--- config.mk ---
export PLATFORM = sky130hd
export DESIGN_NAME = acc_datapath
export DESIGN_NICKNAME = d
export VERILOG_FILES = /design/src/rtl/acc_dp_pkg.sv /design/src/rtl/acc_dp_opsel.sv /design/src/rtl/acc_dp_ripple.sv /design/src/rtl/acc_dp_alu.sv /design/src/rtl/acc_datapath.sv
export SDC_FILE = /design/constraint.sdc
export NUM_CORES = 1
export LEC_CHECK = 0
export ABC_CLOCK_PERIOD_IN_PS = 14940
export BUFFER_PORTS_ARGS = -buffer_cell sky130_fd_sc_hd__buf_4
export CAP_MARGIN = 20
export CORE_MARGIN = 5
export CORE_UTILIZATION = 25
export CTS_CLUSTER_DIAMETER = 150
export DETAILED_ROUTE_END_ITERATION = 8
export SYNTH_ARGS = -nofsm -noshare
export SYNTH_HDL_FRONTEND = slang
export SYNTH_SLANG_ARGS = --single-unit
--- constraint.sdc ---
create_clock -name clk -period 14.94 [get_ports clk]
set_clock_uncertainty 0.15 [all_clocks]
set_input_delay 2.988 -clock clk [delete_from_list [all_inputs] [get_ports clk]]
set_output_delay 2.988 -clock clk [all_outputs]
set_load 0.005 [all_outputs]
--- src/rtl/acc_dp_pkg.sv ---
package acc_dp_pkg;
  localparam int CMD_W = 11;

  typedef enum logic [3:0] {
    OP_ADD  = 4'h0, OP_SUB = 4'h1, OP_IDLE = 4'h2, OP_LOAD = 4'h3,
    OP_AND  = 4'h4, OP_OR  = 4'h5, OP_XOR  = 4'h6, OP_ASR  = 4'h7,
    OP_ASL  = 4'h8, OP_NEG = 4'h9, OP_SHL  = 4'hA, OP_SHR  = 4'hB,
    OP_NOT  = 4'hC, OP_CLR = 4'hD, OP_RRC  = 4'hE, OP_RLC  = 4'hF
  } alu_op_e;

  typedef enum logic [1:0] {
    SRC_MEM = 2'b00, SRC_IMM = 2'b01, SRC_REGB = 2'b10, SRC_ONE = 2'b11
  } opnd_sel_e;

  localparam logic [1:0] BLD_IMM = 2'b01;
  localparam logic [1:0] BLD_MEM = 2'b11;

  localparam logic [2:0] FCLR_NONE = 3'b000;
  localparam logic [2:0] FCLR_Z    = 3'b001;
  localparam logic [2:0] FCLR_OV   = 3'b011;
  localparam logic [2:0] FCLR_C    = 3'b100;

  typedef struct packed {
    logic [1:0] bld;
    logic [2:0] fclr;
    alu_op_e    op;
    opnd_sel_e  src;
  } cmd_t;
endpackage

--- src/rtl/acc_dp_opsel.sv ---
module acc_dp_opsel
  import acc_dp_pkg::*;
#(
  parameter int W = 8
) (
  input  opnd_sel_e      sel,
  input  logic [W-1:0]   mem_rdata,
  input  logic [W-1:0]   imm,
  input  logic [W-1:0]   breg,
  output logic [W-1:0]   y
);
  localparam logic [W-1:0] ONE = W'(1);

  always_comb begin
    unique case (sel)
      SRC_MEM:  y = mem_rdata;
      SRC_IMM:  y = imm;
      SRC_REGB: y = breg;
      SRC_ONE:  y = ONE;
    endcase
  end
endmodule

--- src/rtl/acc_dp_ripple.sv ---
module acc_dp_ripple #(
  parameter int W = 8
) (
  input  logic [W-1:0] a,
  input  logic [W-1:0] b,
  input  logic         cin,
  output logic [W-1:0] sum,
  output logic         cout,
  output logic         c_msb
);
  logic [W:0] cy;
  assign cy[0] = cin;

  for (genvar i = 0; i < W; i++) begin : g_fa
    assign sum[i]   = a[i] ^ b[i] ^ cy[i];
    assign cy[i+1]  = (a[i] & b[i]) | (cy[i] & (a[i] ^ b[i]));
  end

  assign cout  = cy[W];
  assign c_msb = cy[W-1];
endmodule

--- src/rtl/acc_dp_alu.sv ---
module acc_dp_alu
  import acc_dp_pkg::*;
#(
  parameter int W = 8
) (
  input  alu_op_e      op,
  input  logic [W-1:0] a,
  input  logic [W-1:0] y,
  input  logic         c_in,
  output logic [W-1:0] res,
  output logic         z_new,
  output logic         c_new,
  output logic         ov_new,
  output logic         wr_a,
  output logic         wr_z,
  output logic         wr_c,
  output logic         wr_ov
);
  logic [W-1:0] add_a, add_b, sum;
  logic         add_ci, cout, c_msb;

  always_comb begin
    add_a  = a;
    add_b  = y;
    add_ci = 1'b0;
    if (op == OP_SUB) begin
      add_b  = ~y;
      add_ci = 1'b1;
    end else if (op == OP_NEG) begin
      add_a  = '0;
      add_b  = ~a;
      add_ci = 1'b1;
    end
  end

  acc_dp_ripple #(.W(W)) u_add (
    .a(add_a), .b(add_b), .cin(add_ci),
    .sum(sum), .cout(cout), .c_msb(c_msb)
  );

  always_comb begin
    res    = a;
    c_new  = c_in;
    ov_new = cout ^ c_msb;
    wr_a   = 1'b1;
    wr_z   = 1'b1;
    wr_c   = 1'b0;
    wr_ov  = 1'b0;
    unique case (op)
      OP_ADD:  begin res = sum; c_new = cout;  wr_c = 1'b1; wr_ov = 1'b1; end
      OP_SUB,
      OP_NEG:  begin res = sum; c_new = ~cout; wr_c = 1'b1; wr_ov = 1'b1; end
      OP_IDLE: begin wr_a = 1'b0; wr_z = 1'b0; end
      OP_LOAD: res = y;
      OP_AND:  res = a & y;
      OP_OR:   res = a | y;
      OP_XOR:  res = a ^ y;
      OP_ASR:  res = {a[W-1], a[W-1:1]};
      OP_ASL:  res = {a[W-1], a[W-3:0], 1'b0};
      OP_SHL:  res = {a[W-2:0], 1'b0};
      OP_SHR:  res = {1'b0, a[W-1:1]};
      OP_NOT:  res = ~a;
      OP_CLR:  res = '0;
      OP_RRC:  begin res = {c_in, a[W-1:1]}; c_new = a[0];   wr_c = 1'b1; end
      OP_RLC:  begin res = {a[W-2:0], c_in}; c_new = a[W-1]; wr_c = 1'b1; end
    endcase
  end

  assign z_new = (res == '0);
endmodule

--- src/rtl/acc_datapath.sv ---
module acc_datapath
  import acc_dp_pkg::*;
#(
  parameter int W = 8
) (
  input  logic             clk,
  input  logic             rst,
  input  logic             exec_en,
  input  logic [CMD_W-1:0] cmd,
  input  logic [W-1:0]     imm,
  input  logic [W-1:0]     mem_rdata,
  output logic [W-1:0]     acc_o,
  output logic [W-1:0]     b_o,
  output logic             z_o,
  output logic             ov_o,
  output logic             c_o
);
  cmd_t         c;
  logic [W-1:0] y, res;
  logic         z_new, c_new, ov_new, wr_a, wr_z, wr_c, wr_ov;
  logic         clr_z, clr_ov, clr_c;

  assign c = cmd_t'(cmd);

  acc_dp_opsel #(.W(W)) u_sel (
    .sel(c.src), .mem_rdata(mem_rdata), .imm(imm), .breg(b_o), .y(y)
  );

  acc_dp_alu #(.W(W)) u_alu (
    .op(c.op), .a(acc_o), .y(y), .c_in(c_o),
    .res(res), .z_new(z_new), .c_new(c_new), .ov_new(ov_new),
    .wr_a(wr_a), .wr_z(wr_z), .wr_c(wr_c), .wr_ov(wr_ov)
  );

  assign clr_z  = (c.fclr == FCLR_Z);
  assign clr_ov = (c.fclr == FCLR_OV);
  assign clr_c  = (c.fclr == FCLR_C);

  always_ff @(posedge clk) begin
    if (rst) begin
      acc_o <= '0;
      b_o   <= '0;
      z_o   <= 1'b0;
      ov_o  <= 1'b0;
      c_o   <= 1'b0;
    end else if (exec_en) begin
      if (wr_a) acc_o <= res;
      if (c.bld == BLD_IMM)      b_o <= imm;
      else if (c.bld == BLD_MEM) b_o <= mem_rdata;
      if (clr_z)       z_o  <= 1'b0;
      else if (wr_z)   z_o  <= z_new;
      if (clr_ov)      ov_o <= 1'b0;
      else if (wr_ov)  ov_o <= ov_new;
      if (clr_c)       c_o  <= 1'b0;
      else if (wr_c)   c_o  <= c_new;
    end
  end
endmodule

==> run summary, run 1 <==
STA
---------------------------------------------------------------------------------
Setup_tns ..........................................................         0 ns
Total setup violations reported at the end of the flow .............            0
Min cycle time layout ..............................................      8.83 ns
Final number of max-transition violations ..........................            0
Final critical-path share of the clock period ......................        0.591
Final critical-path setup slack ....................................      6.11 ns
Unrepaired setup endpoints after global routing ....................           no
Achievable frequency ...............................................      113 MHz
Max-slew headroom ..................................................        0.350
Endpoints failing hold .............................................            0
Slew @ Worst Pin ...................................................     0.973 ns

GLOBAL ROUTING
---------------------------------------------------------------------------------
Number of global-route vias before repair ..........................         2774
Global-route usage over all layers .................................        0.139
Number of antenna violations at the first check in global routing ..            0
Total gr overflow ..................................................            0
Largest net degree at the start of global routing ..................           45
Global-route wire length before repair ............................. 14800 microns

DETAILED ROUTING
---------------------------------------------------------------------------------
Routed wire length on met2 ......................................... 4500 microns
Starting DRT DRC Count .............................................          244
Routed wire length per instance .................................... 18.0 microns
Router iterations before antenna repair ............................            5
Remaining DRCs .....................................................            0
Met3 wire length ...................................................  471 microns
Wire length on met1 ................................................ 3930 microns
Vias per cell ......................................................         5.45
Final routed wirelength across all metal layers .................... 9320 microns
Via total after detailed routing ...................................         2816
Number of nets with antenna violations after detailed routing ......            0
Highest metal layer with signal wires ..............................         met4

SYNTH
---------------------------------------------------------------------------------
Synth Warn # .......................................................            0
Area of the mapped netlist .........................................   2760 sq um
Net count of the mapped netlist ....................................          408
#FFs+latches synth .................................................           19
Most common flop cell mapped by yosys .............................. sky130_fd_sc_hd__dfxtp_1
Post-synth EDFFs ...................................................            0
Count of cell types in the netlist .................................           66
Cells after Synth ..................................................          355
Synth async-reset ratio ............................................            0
Synthesized area per cell ..........................................   7.76 sq um
Portion of the post-synthesis area used by sequential elements .....        0.138

FLOORPLAN
---------------------------------------------------------------------------------
Row count ..........................................................           38
Die extent in y ....................................................  115 microns
Initial Utilization ................................................        0.254
Ports ..............................................................           49
Area of the core region ............................................  10800 sq um
Die boundary width .................................................  115 microns
Die ar. ............................................................  13200 sq um

CLOCK NETWORK
---------------------------------------------------------------------------------
Insertion delay to the later sink of the worst-skew pair ...........      0.27 ns
Clock Path Buffers .................................................            2
PostCTS Resize Cnt .................................................            0
Hold-fix buffers at CTS ............................................            0
TritonCTS Buffers ..................................................            3
Clock net sink count ...............................................           19
Postcts setup bufs .................................................            0
CTS tree ...........................................................         done
Clock slew seen by the registers of the worst setup and hold paths .      0.08 ns
Clock tree root driver cell ........................................ sky130_fd_sc_hd__clkbuf_8
H-tree levels ......................................................            1

LAYOUT
---------------------------------------------------------------------------------
Layout-stage area growth over the synthesis result .................        14.5%
Final antenna diode count ..........................................            0
Final layout net count .............................................          431
Commonest cells after routing, fill and taps aside ................. 48 x sky130_fd_sc_hd__buf_4, 34 x sky130_fd_sc_hd__nor2_1, 28 x sky130_fd_sc_hd__nand2_1, 23 x sky130_fd_sc_hd__inv_1, 21 x sky130_fd_sc_hd__mux2i_1
Layout cell share with drive strength beyond 1 .....................        0.183
Leading cell type in the layout, fill and taps excluded ............ sky130_fd_sc_hd__buf_4
Filler instances ...................................................         1187

PLACE
---------------------------------------------------------------------------------
RD Place Congestion ................................................        0.926
Setup Slack @ Placement ............................................      5.83 ns
Port bufs ..........................................................           48
HPWL after detailed placement ...................................... 7020 microns

SETUP PATH
---------------------------------------------------------------------------------
Critical path startpoint category ..................................    input pin
Critical path's most frequent cell ................................. sky130_fd_sc_hd__fa_1
Maximum single-stage delay on the critical path ....................      0.55 ns
Cell chain of the critical path .................................... buf_4 -> inv_2 -> nor3_2 -> inv_1 -> a21oi_1 -> fa_1 -> inv_1 -> fa_1 -> fa_1 -> fa_1 -> fa_1 -> inv_1 -> fa_1 -> inv_1 -> fa_1 -> inv_1 -> fa_1 -> or4_1 -> o2111ai_1 -> o32ai_1 -> o2111ai_1 -> o31ai_1
Maximum fanout encountered on the critical timing path .............           33
Worst path arrival time ............................................      8.84 ns
Critical Path RT ...................................................     14.95 ns
Worst Setup End Kind ...............................................     register
Kind of critical path .............................................. input pin to register
Critical path's slowest cell ....................................... sky130_fd_sc_hd__nor3_2

POWER
---------------------------------------------------------------------------------
Part of the power in the clock network .............................        0.207
Internal Power .....................................................       111 uW
Switch share .......................................................        0.417
Net load switching power ...........................................      79.7 uW
IR Drop Worst-Case VDD .............................................  0.0000287 V
Lkg Pwr ............................................................   0.00127 uW
Combinational fraction of design power .............................        0.468
Power density cells ................................................ 60.5 nW/um^2
Flop pwr share .....................................................        0.324

STATUS
---------------------------------------------------------------------------------
Result of the run ..................................................    completed

WORST HOLD PATH
---------------------------------------------------------------------------------
Hold WC Path Type .................................................. register to register

RUN
---------------------------------------------------------------------------------
Number of maximum-capacitance constraint violations ................            0

==> worst max-delay path, delay by kind of cell <==
kind            cells  cell delay (ns)
simple gates        2             1.05
buf+inv             7             1.01
fa+ha+maj           8             3.01
compound gates      5             0.77
==> area by class of cell <==
cell class                 instances  area [sq um]  share of cell area
clock buffer                       3          41.3              0.0131
clock inverter                     1          5.00             0.00159
inverter                          25          93.8              0.0297
multi-input combinational        281          2100               0.665
sequential                        19           380               0.120
tap                              140           175              0.0555
timing repair buffer              48           360               0.114
==> synthesized netlist by cell type (3+ instances only) <==
master	n	area share
sky130_fd_sc_hd__o31ai_1	3	0.0082
sky130_fd_sc_hd__nand2_1	28	0.038
sky130_fd_sc_hd__a211oi_1	20	0.054
sky130_fd_sc_hd__nor2_1	34	0.046
sky130_fd_sc_hd__o21ai_0	17	0.031
sky130_fd_sc_hd__clkbuf_1	12	0.016
sky130_fd_sc_hd__a311oi_1	9	0.029
sky130_fd_sc_hd__nor3b_1	4	0.011
sky130_fd_sc_hd__buf_4	6	0.016
sky130_fd_sc_hd__a2bb2oi_2	5	0.027
sky130_fd_sc_hd__nand3_1	8	0.015
sky130_fd_sc_hd__nand2b_1	5	0.011
sky130_fd_sc_hd__inv_1	23	0.031
sky130_fd_sc_hd__o2bb2ai_1	3	0.0095
sky130_fd_sc_hd__dfxtp_1	19	0.14
sky130_fd_sc_hd__fa_1	8	0.058
sky130_fd_sc_hd__o21ai_1	3	0.0054
sky130_fd_sc_hd__buf_6	5	0.020
sky130_fd_sc_hd__a21oi_1	11	0.020
sky130_fd_sc_hd__o211ai_1	5	0.014
sky130_fd_sc_hd__nor2b_1	12	0.027
sky130_fd_sc_hd__a32oi_1	5	0.016
sky130_fd_sc_hd__o22ai_1	3	0.0068
sky130_fd_sc_hd__ha_1	15	0.068
sky130_fd_sc_hd__o32ai_1	3	0.0095
sky130_fd_sc_hd__mux2i_1	21	0.076
sky130_fd_sc_hd__and2_1	4	0.0091
sky130_fd_sc_hd__nor3_1	6	0.011
sky130_fd_sc_hd__buf_2	7	0.013
sky130_fd_sc_hd__and3b_1	5	0.016
sky130_fd_sc_hd__o2111ai_1	4	0.013
==> sequential cells by signal, indices dropped and copies added, names as in the netlist <==
name	flops
acc_o	8
z_o	1
c_o	1
ov_o	1
b_o	8
==> final timing paths <==
check | startpoint | to | slack [ns] | cells after the start
worst max-delay path | cmd[2] | z_o | 6.11 | 22
worst min-delay path | z_o | z_o | 0.38 | 2
worst max register to register | b_o[0] | z_o | 9.35 | 21
worst min register to register | z_o | z_o | 0.38 | 2
==> power groups by stage <==
stage	Sequential, uW	Clock (uW)	Combinational, uW
2_1_floorplan	59.5	0	62.7
3_3_place_gp	63.0	0	87.9
3_5_place_dp	63.0	0	88.9
4_1_cts	61.8	41.1	89.3
5_1_grt	62.6	43.4	99.4
6_report	61.9	39.6	89.5
==> metrics by stage <==
step / util / instances / power, uW / area [sq um] / hold WS [ns]
2_1_floorplan: - / 355 / 122 / 2760 / 0.328
6_report: 0.291 / 517 / 191 / 3160 / 0.380
3_3_place_gp: 0.287 / 513 / 151 / 3110 / 0.346
4_1_cts: 0.291 / 517 / 192 / 3160 / 0.379
3_5_place_dp: 0.287 / 513 / 152 / 3110 / 0.365
5_1_grt: 0.291 / 517 / 205 / 3160 / 0.397
==> logic make-up (layout without fill, tap and decap cells) <==
logic type / after synthesis / in the layout / share of synthesized area
compound gates: 109 / 109 / 0.307
xor+xnor: 3 / 3 / 0.00953
fa+ha+maj: 23 / 23 / 0.126
buf+inv: 55 / 77 / 0.0999
flops: 19 / 19 / 0.138
mux: 23 / 23 / 0.0844
simple gates: 123 / 123 / 0.235
==> per-layer routing <==
layer  vias to the layer above  track usage
met5                         -            0
met4                         0       0.0673
met3                        31       0.0237
met2                       104        0.232
met1                      1316        0.173
li1                       1365            -
Note: power is estimated with default switching activity, not from simulation.
==> run 2, diff against run 1 <==
ABC_CLOCK_PERIOD_IN_PS = 7900   (was 14940)
clock period = 7.9 ns   (was 14.94 ns; I/O delays follow)
==> run summary, run 2 (synthesized netlist as in run 1, its figures left out) <==
STATUS
---------------------------------------------------------------------------------
Result of the run ..................................................    completed

CLOCK NETWORK
---------------------------------------------------------------------------------
Clock Path Buffers .................................................            2
TritonCTS Buffers ..................................................            3
Insertion delay to the later sink of the worst-skew pair ...........      0.27 ns
CTS tree ...........................................................         done
Clock net sink count ...............................................           19
Clock slew seen by the registers of the worst setup and hold paths .      0.09 ns
Hold-fix buffers at CTS ............................................            0
Clock tree root driver cell ........................................ sky130_fd_sc_hd__clkbuf_8
PostCTS Resize Cnt .................................................            0
H-tree levels ......................................................            1
Postcts setup bufs .................................................            0

SETUP PATH
---------------------------------------------------------------------------------
Reg2Reg Setup Slack ................................................      2.28 ns
Critical path startpoint category ..................................    input pin
Worst path arrival time ............................................      7.08 ns
Kind of critical path .............................................. input pin to register
Worst reg2reg path startpoint ......................................       b_o[0]
Launch point of the worst path .....................................       cmd[2]
Worst Setup End Kind ...............................................     register
Critical Path RT ...................................................      7.92 ns
Maximum fanout encountered on the critical timing path .............           33

LAYOUT
---------------------------------------------------------------------------------
Final layout net count .............................................          435
Filler instances ...................................................         1223
Layout-stage area growth over the synthesis result .................        15.6%
Final standard cell area without fillers ...........................   3190 sq um
Leading cell type in the layout, fill and taps excluded ............ sky130_fd_sc_hd__buf_4
Largest registers .................................................. acc_o x8, b_o x8
Commonest cells after routing, fill and taps aside ................. 52 x sky130_fd_sc_hd__buf_4, 34 x sky130_fd_sc_hd__nor2_1, 28 x sky130_fd_sc_hd__nand2_1, 23 x sky130_fd_sc_hd__inv_1, 21 x sky130_fd_sc_hd__mux2i_1
Layout cell share with drive strength beyond 1 .....................        0.192
Final antenna diode count ..........................................            0

FLOORPLAN
---------------------------------------------------------------------------------
Die ar. ............................................................  13200 sq um
Initial Utilization ................................................        0.254
Die boundary width .................................................  115 microns
Ports ..............................................................           49
Row count ..........................................................           38
Die extent in y ....................................................  115 microns
Area of the core region ............................................  10800 sq um

POWER
---------------------------------------------------------------------------------
IR Drop Worst-Case VDD .............................................  0.0000525 V
Power consumption ..................................................       365 uW
Power density cells ................................................  115 nW/um^2
Lkg Pwr ............................................................   0.00129 uW

STA
---------------------------------------------------------------------------------
Achievable frequency ...............................................      142 MHz
Setup_tns ..........................................................         0 ns
Total setup violations reported at the end of the flow .............            0
Final critical-path share of the clock period ......................        0.894
Slew @ Worst Pin ...................................................     0.899 ns
Unrepaired setup endpoints after global routing ....................           no
Worst hold slack ...................................................     0.364 ns
Endpoints failing hold .............................................            0
Final number of max-transition violations ..........................            0
Min cycle time layout ..............................................      7.06 ns
Max-slew headroom ..................................................        0.398

GLOBAL ROUTING
---------------------------------------------------------------------------------
Global-route usage over all layers .................................        0.142
Total gr overflow ..................................................            0
Global-route wire length before repair ............................. 15100 microns
Number of global-route vias before repair ..........................         2934
Largest net degree at the start of global routing ..................           45
Number of antenna violations at the first check in global routing ..            0

DETAILED ROUTING
---------------------------------------------------------------------------------
Router iterations before antenna repair ............................            4
Starting DRT DRC Count .............................................          190
Vias per cell ......................................................         5.66
Final routed wirelength across all metal layers .................... 9440 microns
Routed wire length per instance .................................... 18.1 microns
Number of nets with antenna violations after detailed routing ......            0
Remaining DRCs .....................................................            0
Via total after detailed routing ...................................         2948

RUN
---------------------------------------------------------------------------------
Number of maximum-capacitance constraint violations ................            0

WORST HOLD PATH
---------------------------------------------------------------------------------
Startpoint of the tightest hold check path .........................          z_o
Hold WC Path Type .................................................. register to register

PLACE
---------------------------------------------------------------------------------
Port bufs ..........................................................           48
Total cell area at the placement stage .............................   3140 sq um
RD Place Congestion ................................................        0.924
HPWL after detailed placement ...................................... 7090 microns

run 2: area by class of cell:
cell class | count | area, sq um | share of cell area
sequential | 19 | 380 | 0.119
clock buffer | 3 | 41.3 | 0.0130
clock inverter | 1 | 5.00 | 0.00157
inverter | 25 | 93.8 | 0.0294
timing repair buffer | 52 | 390 | 0.122
tap | 140 | 175 | 0.0550
multi-input combinational | 281 | 2100 | 0.659
run 2: final timing paths:
kind | to | cells after the start
worst max-delay path | z_o | 23
worst max register to register | z_o | 21
worst min-delay path | z_o | 2
worst min register to register | z_o | 2
run 2: worst max-delay path, cell delays in order:
cell                        delay (ns)
sky130_fd_sc_hd__buf_4            0.29
sky130_fd_sc_hd__inv_2            0.14
sky130_fd_sc_hd__nor3_2           0.17
sky130_fd_sc_hd__buf_4            0.20
sky130_fd_sc_hd__inv_1            0.14
sky130_fd_sc_hd__a21oi_1          0.20
sky130_fd_sc_hd__fa_1             0.20
sky130_fd_sc_hd__inv_1            0.06
sky130_fd_sc_hd__fa_1             0.44
sky130_fd_sc_hd__fa_1             0.47
sky130_fd_sc_hd__fa_1             0.47
sky130_fd_sc_hd__fa_1             0.43
sky130_fd_sc_hd__inv_1            0.09
sky130_fd_sc_hd__fa_1             0.16
sky130_fd_sc_hd__inv_1            0.05
sky130_fd_sc_hd__fa_1             0.46
sky130_fd_sc_hd__inv_1            0.09
sky130_fd_sc_hd__fa_1             0.40
sky130_fd_sc_hd__or4_1            0.52
sky130_fd_sc_hd__o2111ai_1        0.15
sky130_fd_sc_hd__o32ai_1          0.12
sky130_fd_sc_hd__o2111ai_1        0.13
sky130_fd_sc_hd__o31ai_1          0.10
run 2: metal layers:
layer / routed length [microns] / part of all wire / up-vias / GRT usage
li1: - / - / 1371 / -
met1: 3860 / 0.41 / 1392 / 0.173
met2: 4520 / 0.48 / 137 / 0.232
met3: 530 / 0.056 / 48 / 0.0216
met4: 528 / 0.056 / 0 / 0.0908
met5: 0 / 0 / - / 0
run 2: through the flow:
| step | util | setup slack, ns | std cells |
|---|---|---|---|
| CTS | 0.294 | 0.863 | 521 |
| global placement | 0.290 | 0.701 | 517 |
| detailed placement | 0.290 | 0.588 | 517 |
| floorplan | - | 0.671 | 355 |
| global route | 0.294 | 0.458 | 521 |
| finish | 0.294 | 0.836 | 521 |
run 2: report_power, final:
part | switching (uW) | internal (uW)
registers | 14.3 | 103
logic | 97.3 | 73.5
clock network | 42.1 | 35.4
total | 154 | 212
==> run 3, diff against run 2 <==
CORE_ASPECT_RATIO = 0.75   (was unset)
HOLD_SLACK_MARGIN = 0.05   (was unset)
SLEW_MARGIN = 10   (was unset)
==> run summary, run 3 (synthesized netlist as in run 1, its figures left out) <==
STA
---------------------------------------------------------------------------------
Min cycle time layout ..............................................      7.10 ns
Setup_tns ..........................................................         0 ns
Max-slew headroom ..................................................        0.327
Endpoints failing hold .............................................            0
Final critical-path share of the clock period ......................        0.899
Unrepaired setup endpoints after global routing ....................           no
Achievable frequency ...............................................      141 MHz
Total setup violations reported at the end of the flow .............            0
Worst hold slack ...................................................     0.374 ns
Final number of max-transition violations ..........................            0
Slew @ Worst Pin ...................................................      1.01 ns

CLOCK NETWORK
---------------------------------------------------------------------------------
Clock slew seen by the registers of the worst setup and hold paths .      0.06 ns
Postcts setup bufs .................................................            0
Clock net sink count ...............................................           19
TritonCTS Buffers ..................................................            3
Hold-fix buffers at CTS ............................................            0
CTS tree ...........................................................         done
PostCTS Resize Cnt .................................................            0
Clock tree root driver cell ........................................ sky130_fd_sc_hd__clkbuf_16
Insertion delay to the later sink of the worst-skew pair ...........      0.25 ns
Clock Path Buffers .................................................            2
H-tree levels ......................................................            1

POWER
---------------------------------------------------------------------------------
Power density cells ................................................  124 nW/um^2
Internal Power .....................................................       245 uW
Part of the power in the clock network .............................        0.272
IR Drop Worst-Case VDD .............................................  0.0000715 V
Combinational fraction of design power .............................        0.433
Net load switching power ...........................................       152 uW
Switch share .......................................................        0.383
Lkg Pwr ............................................................   0.00129 uW
Flop pwr share .....................................................        0.295

DETAILED ROUTING
---------------------------------------------------------------------------------
Number of nets with antenna violations after detailed routing ......            0
Remaining DRCs .....................................................            0
Routed wire length per instance .................................... 18.5 microns
Final routed wirelength across all metal layers .................... 9580 microns
Starting DRT DRC Count .............................................          240
Vias per cell ......................................................         5.62
Via total after detailed routing ...................................         2909
Router iterations before antenna repair ............................            5

SETUP PATH
---------------------------------------------------------------------------------
Worst path arrival time ............................................      7.09 ns
Worst Setup End Kind ...............................................     register
Critical path startpoint category ..................................    input pin
Kind of critical path .............................................. input pin to register
Maximum fanout encountered on the critical timing path .............           33
Critical Path RT ...................................................      7.89 ns

LAYOUT
---------------------------------------------------------------------------------
Footprint of the multi-input gates .................................   2100 sq um
Final layout net count .............................................          432
Total area of sequential cells .....................................    380 sq um
Commonest cells after routing, fill and taps aside ................. 49 x sky130_fd_sc_hd__buf_4, 34 x sky130_fd_sc_hd__nor2_1, 28 x sky130_fd_sc_hd__nand2_1, 23 x sky130_fd_sc_hd__inv_1, 21 x sky130_fd_sc_hd__mux2i_1
Largest registers .................................................. acc_o x8, b_o x8
Layout-stage area growth over the synthesis result .................        16.0%
Layout cell share with drive strength beyond 1 .....................        0.183
Leading cell type in the layout, fill and taps excluded ............ sky130_fd_sc_hd__buf_4
Filler instances ...................................................         1167
Final antenna diode count ..........................................            0

PLACE
---------------------------------------------------------------------------------
Port bufs ..........................................................           48
RD Place Congestion ................................................        0.948
HPWL after detailed placement ...................................... 7330 microns

STATUS
---------------------------------------------------------------------------------
Result of the run ..................................................    completed

RUN
---------------------------------------------------------------------------------
Number of maximum-capacitance constraint violations ................            0

FLOORPLAN
---------------------------------------------------------------------------------
Die ar. ............................................................  13200 sq um
Ports ..............................................................           49
Row count ..........................................................           33
Die extent in y ....................................................  101 microns
Area of the core region ............................................  10900 sq um
Initial Utilization ................................................        0.254
Die boundary width .................................................  131 microns

GLOBAL ROUTING
---------------------------------------------------------------------------------
Number of global-route vias before repair ..........................         2806
Total gr overflow ..................................................            0
Global-route wire length before repair ............................. 15000 microns
Global-route usage over all layers .................................        0.140
Largest net degree at the start of global routing ..................           45
Number of antenna violations at the first check in global routing ..            0

WORST HOLD PATH
---------------------------------------------------------------------------------
Hold WC Path Type .................................................. register to register

## run 3: changes by cell type in the layout (fill, tap and decap cells not counted)
| cell | delta |
|---|---|
| sky130_fd_sc_hd__clkbuf_1 | +1 |
| sky130_fd_sc_hd__clkbuf_16 | +3 |
| sky130_fd_sc_hd__clkbuf_8 | -3 |
| sky130_fd_sc_hd__buf_4 | -3 |
| sky130_fd_sc_hd__clkinv_2 | -1 |
## run 3: stage by stage
stage	utilization	total power [uW]	cells	worst slack [ns]	instance area, sq um
global placement	0.287	288	514	0.708	3120
floorplan	-	231	355	0.671	2760
finish	0.294	397	518	0.800	3200
detailed placement	0.287	289	514	0.565	3120
CTS	0.294	400	518	0.817	3200
global route	0.294	423	518	0.468	3200
## run 3: worst max-delay path, stage by stage
cell and delay [ns]:
sky130_fd_sc_hd__buf_4 0.29, sky130_fd_sc_hd__inv_2 0.15, sky130_fd_sc_hd__nor3_2 0.17, sky130_fd_sc_hd__buf_4 0.19
sky130_fd_sc_hd__inv_1 0.14, sky130_fd_sc_hd__a21oi_1 0.20, sky130_fd_sc_hd__fa_1 0.19, sky130_fd_sc_hd__inv_1 0.05
sky130_fd_sc_hd__fa_1 0.44, sky130_fd_sc_hd__fa_1 0.46, sky130_fd_sc_hd__fa_1 0.49, sky130_fd_sc_hd__fa_1 0.44
sky130_fd_sc_hd__inv_1 0.09, sky130_fd_sc_hd__fa_1 0.17, sky130_fd_sc_hd__inv_1 0.06, sky130_fd_sc_hd__fa_1 0.45
sky130_fd_sc_hd__inv_1 0.09, sky130_fd_sc_hd__fa_1 0.40, sky130_fd_sc_hd__or4_1 0.52, sky130_fd_sc_hd__o2111ai_1 0.15
sky130_fd_sc_hd__o32ai_1 0.12, sky130_fd_sc_hd__o2111ai_1 0.13, sky130_fd_sc_hd__o31ai_1 0.10
## run 3: final cells by class
cell class,instances,share of cell area
tap,140,0.0548
multi-input combinational,281,0.657
timing repair buffer,49,0.115
sequential,19,0.119
clock buffer,4,0.0247
inverter,25,0.0294
## run 3: power by group through the flow
stage	sequential [uW]	combinational, uW	clock (uW)
after global placement	119	169	0
after global routing	118	189	116
final	117	172	108
after CTS	117	170	112
after floorplan	113	119	0
after detailed placement	119	169	0
## run 3: final timing paths
| path | cells past startpoint | startpoint | endpoint | slack, ns |
|---|---|---|---|---|
| hold reg to reg | 2 | b_o[0] | b_o[0] | 0.37 |
| setup reg to reg | 20 | acc_o[0] | z_o | 2.28 |
| setup / recovery | 23 | cmd[2] | z_o | 0.80 |
| hold / removal | 2 | b_o[0] | b_o[0] | 0.37 |
## run 3: layer usage
layer  vias up  wire length [microns]  track usage
met5         -                      0            0
met4         0                    237       0.0463
met3        22                    775       0.0389
met2       130                   4180        0.221
met1      1395                   4380        0.185
li1       1362                      -            -
